`src/rtl/stk_pkg.sv`:
```
package stk_pkg;

   typedef enum logic [7:0] {
      OP_HALT  = 8'h00,
      OP_LIT   = 8'h01,
      OP_ADD   = 8'h02,
      OP_SUB   = 8'h03,
      OP_AND   = 8'h04,
      OP_OR    = 8'h05,
      OP_XOR   = 8'h06,
      OP_DUP   = 8'h07,
      OP_DROP  = 8'h08,
      OP_SWAP  = 8'h09,
      OP_LOAD  = 8'h0A,
      OP_STORE = 8'h0B,
      OP_JZ    = 8'h0C,
      OP_CALL  = 8'h0D,
      OP_RET   = 8'h0E
   } op_e;

   typedef enum logic [1:0] {
      ST_FETCH,
      ST_EXEC,
      ST_OP,
      ST_HALT
   } state_e;

   typedef enum logic [2:0] {
      ALU_ADD,
      ALU_SUB,
      ALU_AND,
      ALU_OR,
      ALU_XOR
   } alu_e;

endpackage

```
`src/rtl/stk_alu.sv`:
```
module stk_alu
   import stk_pkg::*;
#(
   parameter int DW = 16
) (
   input  alu_e          fn,
   input  logic [DW-1:0] a,
   input  logic [DW-1:0] b,
   output logic [DW-1:0] y
);
   always_comb begin
      case (fn)
         ALU_SUB: y = a - b;
         ALU_AND: y = a & b;
         ALU_OR:  y = a | b;
         ALU_XOR: y = a ^ b;
         default: y = a + b;
      endcase
   end
endmodule

```
`src/rtl/stk_lifo_mem.sv`:
```
module stk_lifo_mem #(
   parameter int W     = 16,
   parameter int DEPTH = 16,
   localparam int AW   = (DEPTH > 1) ? $clog2(DEPTH) : 1
) (
   input  logic          clk,
   input  logic          we,
   input  logic [AW-1:0] addr,
   input  logic [W-1:0]  wdata,
   output logic [W-1:0]  rdata
);
   logic [W-1:0] mem [DEPTH];

   always_ff @(posedge clk) begin
      if (we) mem[addr] <= wdata;
   end

   assign rdata = mem[addr];
endmodule

```
`src/rtl/stk_core.sv`:
```
module stk_core
   import stk_pkg::*;
#(
   parameter int DW       = 16,
   parameter int PCW      = 8,
   parameter int DS_DEPTH = 16,
   parameter int RS_DEPTH = 16
) (
   input  logic           clk,
   input  logic           rst,
   output logic [PCW-1:0] imem_addr,
   input  logic [7:0]     imem_data,
   output logic [DW-1:0]  dmem_addr,
   output logic [DW-1:0]  dmem_wdata,
   output logic           dmem_we,
   input  logic [DW-1:0]  dmem_rdata,
   output logic           halted,
   output logic           err
);
   localparam int DCW = $clog2(DS_DEPTH + 1);
   localparam int DAW = $clog2(DS_DEPTH);
   localparam int RCW = $clog2(RS_DEPTH + 1);
   localparam int RAW = $clog2(RS_DEPTH);
   localparam logic [DCW-1:0] D_FULL = DCW'(DS_DEPTH);
   localparam logic [RCW-1:0] R_FULL = RCW'(RS_DEPTH);

   initial begin
      assert (DW >= 8 && DW >= PCW) else $error("data width too small");
      assert (DS_DEPTH >= 2 && RS_DEPTH >= 2) else $error("stack depth too small");
   end

   state_e         state_q, state_d;
   logic [PCW-1:0] pc_q, pc_d;
   logic [7:0]     ir_q, ir_d;
   logic [DW-1:0]  tos_q, tos_d, nos_q, nos_d;
   logic [DCW-1:0] dcnt_q, dcnt_d;
   logic [RCW-1:0] rcnt_q, rcnt_d;
   logic           err_q, err_d;

   logic           ds_we, rs_we;
   logic [DAW-1:0] ds_addr;
   logic [RAW-1:0] rs_addr;
   logic [DW-1:0]  ds_wdata, ds_rdata, alu_y, lit;
   logic [PCW-1:0] rs_wdata, rs_rdata;
   alu_e           alu_fn;

   logic [DCW-1:0] dm1, dm2;
   logic [RCW-1:0] rm1;
   assign dm1 = dcnt_q - DCW'(1);
   assign dm2 = dcnt_q - DCW'(2);
   assign rm1 = rcnt_q - RCW'(1);

   generate
      if (DW > 8) begin : g_lit_sext
         assign lit = {{(DW-8){imem_data[7]}}, imem_data};
      end else begin : g_lit_plain
         assign lit = imem_data;
      end
   endgenerate

   stk_lifo_mem #(.W(DW), .DEPTH(DS_DEPTH)) u_dstk (
      .clk(clk), .we(ds_we), .addr(ds_addr), .wdata(ds_wdata), .rdata(ds_rdata));

   stk_lifo_mem #(.W(PCW), .DEPTH(RS_DEPTH)) u_rstk (
      .clk(clk), .we(rs_we), .addr(rs_addr), .wdata(rs_wdata), .rdata(rs_rdata));

   stk_alu #(.DW(DW)) u_alu (.fn(alu_fn), .a(nos_q), .b(tos_q), .y(alu_y));

   always_comb begin
      case (ir_q)
         OP_SUB:  alu_fn = ALU_SUB;
         OP_AND:  alu_fn = ALU_AND;
         OP_OR:   alu_fn = ALU_OR;
         OP_XOR:  alu_fn = ALU_XOR;
         default: alu_fn = ALU_ADD;
      endcase
   end

   always_comb begin
      state_d = state_q; pc_d = pc_q; ir_d = ir_q;
      tos_d = tos_q; nos_d = nos_q; dcnt_d = dcnt_q; rcnt_d = rcnt_q; err_d = err_q;
      ds_we = 1'b0; ds_addr = dm1[DAW-1:0]; ds_wdata = tos_q;
      rs_we = 1'b0; rs_addr = rcnt_q[RAW-1:0]; rs_wdata = pc_q;
      dmem_we = 1'b0; dmem_addr = tos_q; dmem_wdata = nos_q;
      case (state_q)
         ST_FETCH: begin
            ir_d    = imem_data;
            pc_d    = pc_q + PCW'(1);
            state_d = ST_EXEC;
         end
         ST_EXEC: begin
            state_d = ST_FETCH;
            case (ir_q)
               OP_HALT: state_d = ST_HALT;
               OP_LIT, OP_DUP: begin
                  if (dcnt_q == D_FULL || (ir_q == OP_DUP && dcnt_q == '0)) begin
                     err_d = 1'b1; state_d = ST_HALT;
                  end else begin
                     ds_we  = (dcnt_q != '0);
                     dcnt_d = dcnt_q + DCW'(1);
                     if (ir_q == OP_LIT) begin
                        tos_d = lit;
                        pc_d  = pc_q + PCW'(1);
                     end
                  end
               end
               OP_DROP: begin
                  if (dcnt_q == '0) begin
                     err_d = 1'b1; state_d = ST_HALT;
                  end else begin
                     ds_addr = dm2[DAW-1:0];
                     if (dcnt_q > DCW'(1)) tos_d = ds_rdata;
                     dcnt_d = dm1;
                  end
               end
               OP_ADD, OP_SUB, OP_AND, OP_OR, OP_XOR, OP_SWAP, OP_STORE, OP_JZ: begin
                  if (dcnt_q < DCW'(2)) begin
                     err_d = 1'b1; state_d = ST_HALT;
                  end else begin
                     ds_addr = dm2[DAW-1:0];
                     nos_d   = ds_rdata;
                     dcnt_d  = dm1;
                     state_d = ST_OP;
                  end
               end
               OP_LOAD: begin
                  if (dcnt_q == '0) begin
                     err_d = 1'b1; state_d = ST_HALT;
                  end else begin
                     tos_d = dmem_rdata;
                  end
               end
               OP_CALL: begin
                  if (dcnt_q == '0 || rcnt_q == R_FULL) begin
                     err_d = 1'b1; state_d = ST_HALT;
                  end else begin
                     rs_we   = 1'b1;
                     rcnt_d  = rcnt_q + RCW'(1);
                     pc_d    = tos_q[PCW-1:0];
                     ds_addr = dm2[DAW-1:0];
                     if (dcnt_q > DCW'(1)) tos_d = ds_rdata;
                     dcnt_d  = dm1;
                  end
               end
               OP_RET: begin
                  if (rcnt_q == '0) begin
                     err_d = 1'b1; state_d = ST_HALT;
                  end else begin
                     rs_addr = rm1[RAW-1:0];
                     pc_d    = rs_rdata;
                     rcnt_d  = rm1;
                  end
               end
               default: ;
            endcase
         end
         ST_OP: begin
            state_d = ST_FETCH;
            case (ir_q)
               OP_SWAP: begin
                  ds_we  = 1'b1;
                  tos_d  = nos_q;
                  dcnt_d = dcnt_q + DCW'(1);
               end
               OP_STORE, OP_JZ: begin
                  if (ir_q == OP_STORE) dmem_we = 1'b1;
                  else if (nos_q == '0) pc_d = tos_q[PCW-1:0];
                  ds_addr = dm2[DAW-1:0];
                  if (dcnt_q > DCW'(1)) tos_d = ds_rdata;
                  dcnt_d = dm1;
               end
               default: tos_d = alu_y;
            endcase
         end
         default: ;
      endcase
   end

   always_ff @(posedge clk) begin
      if (rst) begin
         state_q <= ST_FETCH; pc_q <= '0; ir_q <= '0;
         tos_q <= '0; nos_q <= '0; dcnt_q <= '0; rcnt_q <= '0; err_q <= 1'b0;
      end else begin
         state_q <= state_d; pc_q <= pc_d; ir_q <= ir_d;
         tos_q <= tos_d; nos_q <= nos_d; dcnt_q <= dcnt_d; rcnt_q <= rcnt_d; err_q <= err_d;
      end
   end

   assign imem_addr = pc_q;
   assign halted    = (state_q == ST_HALT);
   assign err       = err_q;
endmodule

```
`config.mk`:
```
export PLATFORM = sky130hd
export DESIGN_NAME = stk_core
export DESIGN_NICKNAME = d
export VERILOG_FILES = /design/src/rtl/stk_pkg.sv /design/src/rtl/stk_alu.sv /design/src/rtl/stk_lifo_mem.sv /design/src/rtl/stk_core.sv
export SDC_FILE = /design/constraint.sdc
export NUM_CORES = 1
export LEC_CHECK = 0
export ABC_AREA = 1
export ABC_CLOCK_PERIOD_IN_PS = 4450
export BUFFER_PORTS_ARGS = -buffer_cell sky130_fd_sc_hd__buf_4
export CORE_AREA = 8 8 253 255
export DETAILED_ROUTE_END_ITERATION = 10
export DIE_AREA = 0 0 261 263
export SYNTH_ARGS = -nofsm -noshare
export SYNTH_HDL_FRONTEND = slang
export SYNTH_HIERARCHICAL = 1
export SYNTH_SLANG_ARGS = --single-unit
```
`constraint.sdc`:
```
create_clock -name clk -period 4.45 [get_ports clk]
set_clock_uncertainty 0.15 [all_clocks]
set_input_delay 0.89 -clock clk [delete_from_list [all_inputs] [get_ports clk]]
set_output_delay 0.89 -clock clk [all_outputs]
set_load 0.05 [all_outputs]
```
==> results.json, run 1 <==
{
  "async_reset_ff_share_pct": 0,
  "ys_warn_count": 6,
  "grt_pass1_wl_mm": 105.9,
  "fmax_mhz": 244.5,
  "setup_ws_ps": 359.3,
  "dieArea_um2": 68640,
  "cts.sink_count": 445,
  "syn2layout_area_growth_pct": 12.99,
  "cts_made_buffers": 49,
  "cap_violations": 0,
  "arrival_ps": 4170,
  "crit_family": "simple AND/OR/NAND/NOR gates",
  "yosys_register_bits": 445,
  "hold_class": "flip-flop to flip-flop",
  "yosysSeqAreaShare_pct": 53.92,
  "crit_fanout": 10,
  "grt_pass1_vias": 18148,
  "timing.final.crit_share_pct": 91.93,
  "avgViaCountPerCell": 5.061,
  "fillers": 5892,
  "drt_wl_total_mm": 68.04,
  "synth_flop_cell": "edfxtp_1",
  "cts_buffer_depth": 3,
  "synthTopCellsByArea": "edfxtp_1, nand2_1, dfxtp_1",
  "rsz0062_at_grt": "no",
  "worstMarginPinSlew_ps": 829.9,
  "slew_headroom_pct": 44.47,
  "worstPathCellList": "ha_1 > clkinvlp_4 > nor2_1 > nand2_1 > o22ai_1 > inv_1 > nor2_1 > inv_1 > nor2_1",
  "fin_setup_tns_ps": 0,
  "grt_overflow": 0,
  "required_ps": 4520,
  "initial_core_util_pct": 39.48,
  "postCtsSetupRepairBufs": 0,
  "cts_root_buffer": "clkbuf_16",
  "antenna_found_initial": 0,
  "outcome": "finished clean",
  "layout_min_cycle_time_ps": 4091,
  "htreeDepth": 2,
  "std_cell_rows": 90,
  "synth-edff-count": 384,
  "synth.top_cell.area_share_pct": 48.75,
  "placedCellCount": 3685,
  "final_layout_size_suffix_gt1_share_pct": 9.365,
  "synth_cell_types": 50,
  "syn_inst": 2870,
  "fin_util_pct": 44.61,
  "nets": 3045,
  "first_iter_violations": 1691,
  "synth_top_cell_by_area": "edfxtp_1",
  "final-instance-count-excl-fill": 3772,
  "cp_slowest_stage_delay_ps": 640,
  "place_area_um2": 25150,
  "crit_path_start_kind": "flip-flop",
  "drtAntennaViolNets": 0,
  "critPathCaptureType": "flip-flop",
  "hpwlAfterDp_mm": 45.35,
  "route.vias.total": 19089,
  "die_w_um": 261,
  "cts_tree": "done",
  "drt_first_pass_iters": 6,
  "worstSkewPairLatency_ps": 600,
  "final_area_um2": 26720,
  "grt_max_degree": 76,
  "leakage_nw": 11.92,
  "drc": 0,
  "die_y_um": 263,
  "critPathMostFrequentCell": "nor2_1",
  "drv_slew": 0,
  "gp_congestion": 0.8875,
  "io_buffers": 68,
  "post-place-ws_ps": 386.8,
  "path_clk_slew_ps": 60,
  "grt_use_total_pct": 19.49,
  "hold_viol": 0,
  "synth_nets": 2961,
  "core-area_um2": 59910,
  "synth_area_um2": 23650,
  "holdBufCountCts": 0,
  "worstSetupPathType": "flip-flop to flip-flop",
  "diodes": 0,
  "cp_slowest_cell": "nor2_1",
  "setup_viol": 0,
  "ios": 69,
  "avgSynthCellArea_um2": 8.241,
  "crit_buf_inv": 3,
  "avgRoutedWirePerCell_um": 18.04,
  "power.density_nw_per_um2": 773.9,
  "irDropWorstVdd_uv": 639.5
}
[sequential cells by signal (all words and copies together), names as in the netlist]
register    count
u_dstk/mem    256
u_rstk/mem    128
dmem_addr      16
dmem_wdata     16
imem_addr       8
ir_q            8
dcnt_q          5
rcnt_q          5
state_q         2
err             1
[synthesized netlist by cell type (3+ instances only)]
master        n
nor2_1      215
clkbuf_1     21
xor2_1       26
nand2_2      14
inv_1       206
nor2_2        9
o211ai_1      4
buf_6        16
clkinv_1      5
nor2_4        6
edfxtp_1    384
nand3_2       6
nand3_1     134
buf_2        51
o2111ai_1     3
o21ai_0      58
dfxtp_1      61
nand4_1      10
ha_1         64
nor3_1        6
nand2_1    1395
nor3_4        3
buf_4        15
nand3b_1     16
a21oi_1      56
a221oi_1     10
inv_2        14
nand2_4       3
xnor2_1       5
o21ai_1      27
[report_power, final]
group          switching (mW)  total (mW)  internal, mW
clock network            1.72        3.98          2.27
registers               0.321        5.43          5.11
logic                    8.09        11.3          3.18
[through the flow]
stage	total power [mW]	hold WS (ps)
after detailed placement	16.64	298.7
after global routing	22.18	344.3
after CTS	20.68	309.2
after floorplan	13.13	296.6
after global placement	16.61	292.8
final	20.68	304.6
[worst min-delay path, cell delays in order (launching register included)]
cell	delay, ps
dfxtp_1	310
inv_1	50
a21oi_1	50
[per-layer routing]
metal,wire length [um],track usage [%]
met4,1569,4.912
met1,32030,28.50
met5,0,0
met2,30080,30.29
met3,4358,2.573
[final cells by class]
class / count / area [um^2] / share of cell area [%]
Clock inverter: 25 / 259.0 / 0.9692
Sequential cell: 445 / 12750 / 47.72
Tap cell: 782 / 978.4 / 3.661
Multi-Input combinational cell: 2091 / 9428 / 35.28
Clock buffer: 62 / 1305 / 4.883
Inverter: 227 / 862.1 / 3.226
Timing Repair Buffer: 140 / 1139 / 4.261
[worst paths after layout]
check	endpoint	cells after the start	slack [ps]	startpoint
worst max-delay path	u_rstk/mem[7][7]	9	360	state_q[0]
worst min-delay path	err	2	300	err
worst max register to register	u_rstk/mem[7][7]	9	360	state_q[0]
worst min register to register	err	2	300	err
[cell usage in the layout, fill, tap and decap left out, types with 14 or more instances in the layout]
| cell | n |
|---|---|
| a21oi_1 | 55 |
| buf_4 | 133 |
| clkbuf_16 | 49 |
| clkinv_1 | 14 |
| dfxtp_1 | 61 |
| edfxtp_1 | 384 |
| ha_1 | 64 |
| inv_1 | 205 |
| inv_2 | 15 |
| nand2_1 | 1393 |
| nand2_2 | 16 |
| nand3_1 | 134 |
| nand3b_1 | 16 |
| nor2_1 | 214 |
| o21ai_0 | 57 |
| o21ai_1 | 27 |
| xor2_1 | 25 |
[logic make-up (layout without fill, tap and decap cells)]
kind of cell               count (synthesis)  in the layout  share of synthesized area, %
buffers and inverters                    334            454                         6.385
and+or+nand+nor                         1824           1824                         31.03
adders and majority gates                 65             65                         3.470
xor gates and xnor gates                  31             31                         1.148
AOI/OAI and AO/OA                        171            171                         4.047
DFF                                      445            445                         53.92
[repair_timing]
item                                   4_1_cts  5_1_grt
setup endpoints to repair                    0        9
gates resized for setup                      0        4
endpoints found under the hold margin        0        0
No activity file was read; power rests on OpenSTA's default activity.
==> run 2, diff against run 1 <==
--- a/config.mk
+++ b/config.mk
@@ -7,7 +7,7 @@
 export LEC_CHECK = 0
 export ABC_AREA = 1
 export ABC_CLOCK_PERIOD_IN_PS = 4450
-export BUFFER_PORTS_ARGS = -buffer_cell sky130_fd_sc_hd__buf_4
+export BUFFER_PORTS_ARGS = -buffer_cell sky130_fd_sc_hd__buf_2
 export CORE_AREA = 8 8 253 255
 export DETAILED_ROUTE_END_ITERATION = 10
 export DIE_AREA = 0 0 261 263
==> constraint.sdc (replaced) <==
create_clock -name clk -period 4.45 [get_ports clk]
set_clock_uncertainty 0.15 [all_clocks]
set_input_delay 0.6675 -clock clk [delete_from_list [all_inputs] [get_ports clk]]
set_output_delay 0.6675 -clock clk [all_outputs]
set_load 0.05 [all_outputs]
==> run 2 against run 1 <==
Compared with the run above:
- cell area shrank 1.0%
- clock power fell by 4%
- sequential share of layout area grew 0.49 points
- critical endpoint is now dmem_addr[11]
- hold slack lost 110 ps
- register-to-register slack got worse by 20 ps
- utilization fell by 0.45 points
- largest power group unchanged
- combinational power barely moved
- worst setup slack worse by 19 ps
==> results.json, run 2 (synthesized netlist as in run 1, its figures left out) <==
{
  "cap_violations": 0,
  "combPwrFrac_pct": 54.8,
  "grt_max_degree": 73,
  "route.vias.total": 19155,
  "cts.sink_count": 445,
  "p_seq_share_pct": 26.6,
  "power_switching_mw": 10.17,
  "avgViaCountPerCell": 5.085,
  "gp_congestion": 0.9107,
  "fmax_mhz": 243.3,
  "timing.final.crit_share_pct": 92.35,
  "use_met3_pct": 3.109,
  "antenna_found_initial": 0,
  "drv_slew": 0,
  "multi_input_area_um2": 9432,
  "top_usage_layer": "met2",
  "hold_class": "input pin to flip-flop",
  "ios": 69,
  "initial_core_util_pct": 39.48,
  "first_iter_violations": 1886,
  "worstSkewPairLatency_ps": 580,
  "crit_fanout": 10,
  "die_y_um": 263,
  "place_area_um2": 24940,
  "rsz0062_at_grt": "no",
  "hold_viol": 0,
  "cts_made_buffers": 47,
  "fillers": 5867,
  "required_ps": 4780,
  "grtUsageMet1_pct": 28.60,
  "intPower_mw": 10.35,
  "most-common-layout-cells": "nand2_1, edfxtp_1, nor2_1",
  "final_layout_size_suffix_gt1_share_pct": 9.146,
  "crit_path_start_kind": "flip-flop",
  "top_regs": "u_dstk/mem: 256 flops, u_rstk/mem: 128 flops",
  "worstMarginPinSlew_ps": 1076,
  "outcome": "finished clean",
  "diodes": 0,
  "dieArea_um2": 68640,
  "hpwlAfterDp_mm": 45.11,
  "fin_util_pct": 44.16,
  "power.density_nw_per_um2": 775.7,
  "postCtsSetupRepairBufs": 0,
  "largest_reg_flops": 256,
  "path_clk_slew_ps": 60,
  "worstSetupPathType": "flip-flop to flip-flop",
  "std_cell_rows": 90,
  "drt_first_pass_iters": 6,
  "irDropWorstVdd_uv": 758.9,
  "top_register": "u_dstk/mem",
  "drtAntennaViolNets": 0,
  "avgRoutedWirePerCell_um": 18.27,
  "leakage_nw": 11.84,
  "finalPower_mw": 20.52,
  "grt_use_total_pct": 19.61,
  "setup_viol": 0,
  "arrival_ps": 4440,
  "slew_headroom_pct": 28.17,
  "drt_wl_total_mm": 68.81,
  "grt_pass1_vias": 18082,
  "layout.cells.most_common": "nand2_1",
  "htreeDepth": 2,
  "pwr-share-clk_pct": 18.6,
  "use_met2_pct": 30.28,
  "fin_setup_tns_ps": 0,
  "die_w_um": 261,
  "io_buffers": 68,
  "cts_tree": "done",
  "syn2layout_area_growth_pct": 11.84,
  "p_sw_share_pct": 49.54,
  "critPathCaptureType": "flip-flop",
  "drc": 0,
  "cts_buffer_depth": 3,
  "grt_pass1_wl_mm": 106.2,
  "core-area_um2": 59910,
  "grt_overflow": 0,
  "nets": 3038,
  "layout_min_cycle_time_ps": 4110,
  "cts_root_buffer": "clkbuf_16",
  "final_area_um2": 26450,
  "register_area_um2": 12750
}
==> run 2: timing repair <==
item | 4_1_cts | 5_1_grt
hold endpoints to repair | 0 | 0
gates resized for setup | 0 | 6
hold buffers | 0 | 0
setup endpoints to repair | 0 | 12
==> run 2: final cells by class <==
cell class,instances,area share (%)
flip-flops and latches,445,48.21
multi-input cells,2091,35.65
clock buffers,57,4.668
well taps,782,3.699
repair buffers,135,3.519
inverters,227,3.249
clock inverters,30,1.003
==> run 2: path summary, 6_finish.rpt <==
check               start  cells past startpoint       endpoint  slack [ps]
setup / recovery  ir_q[7]                     25  dmem_addr[11]         340
hold / removal        rst                      2   imem_addr[1]         190
setup reg to reg  ir_q[7]                     25  dmem_addr[11]         340
hold reg to reg       err                      2            err         310
==> run 2: per-layer routing <==
layer / wire length [um] / up-vias
met1: 31640 / 8981
met4: 1444 / 0
met3: 5264 / 109
met5: 0 / -
met2: 30460 / 727
li1: - / 9338
==> run 2: worst max-delay path, stage by stage, from the launching register on <==
cell and delay [ps]:
dfxtp_1 320, nor2_1 180, nand2_2 190, or2_2 320
inv_1 110, inv_1 110, nand3_4 160, clkinvlp_4 210
or2_1 270, xor2_1 150, ha_1 330, or2_1 280
nand3_1 110, nand2_1 150, nand2_1 150, nand3_1 90
nand2_1 70, nand2_1 40, nand2_1 60, nand2_1 100
nand2_1 90, nand3_1 80, nand2_1 60, nand2_1 50
nor2_1 100, nor2_1 60
==> run 2: power by group through the flow <==
stage | registers, mW | clock network (mW) | logic (mW)
2_1_floorplan | 6.03 | 0 | 7.10
3_3_place_gp | 5.54 | 0 | 11.0
3_5_place_dp | 5.55 | 0 | 11.0
4_1_cts | 5.46 | 3.91 | 11.1
5_1_grt | 5.49 | 4.07 | 12.5
6_report | 5.47 | 3.82 | 11.2
==> run 2: metrics by stage <==
step | hold WS (ps) | cells | setup WS, ps
after floorplan | 296.6 | 2870 | 986.8
after global placement | 293.0 | 3680 | 349.6
after detailed placement | 298.5 | 3680 | 355.4
after CTS | 157.7 | 3767 | 333.0
after global routing | 172.2 | 3767 | 9.677
final | 193.3 | 3767 | 340.4
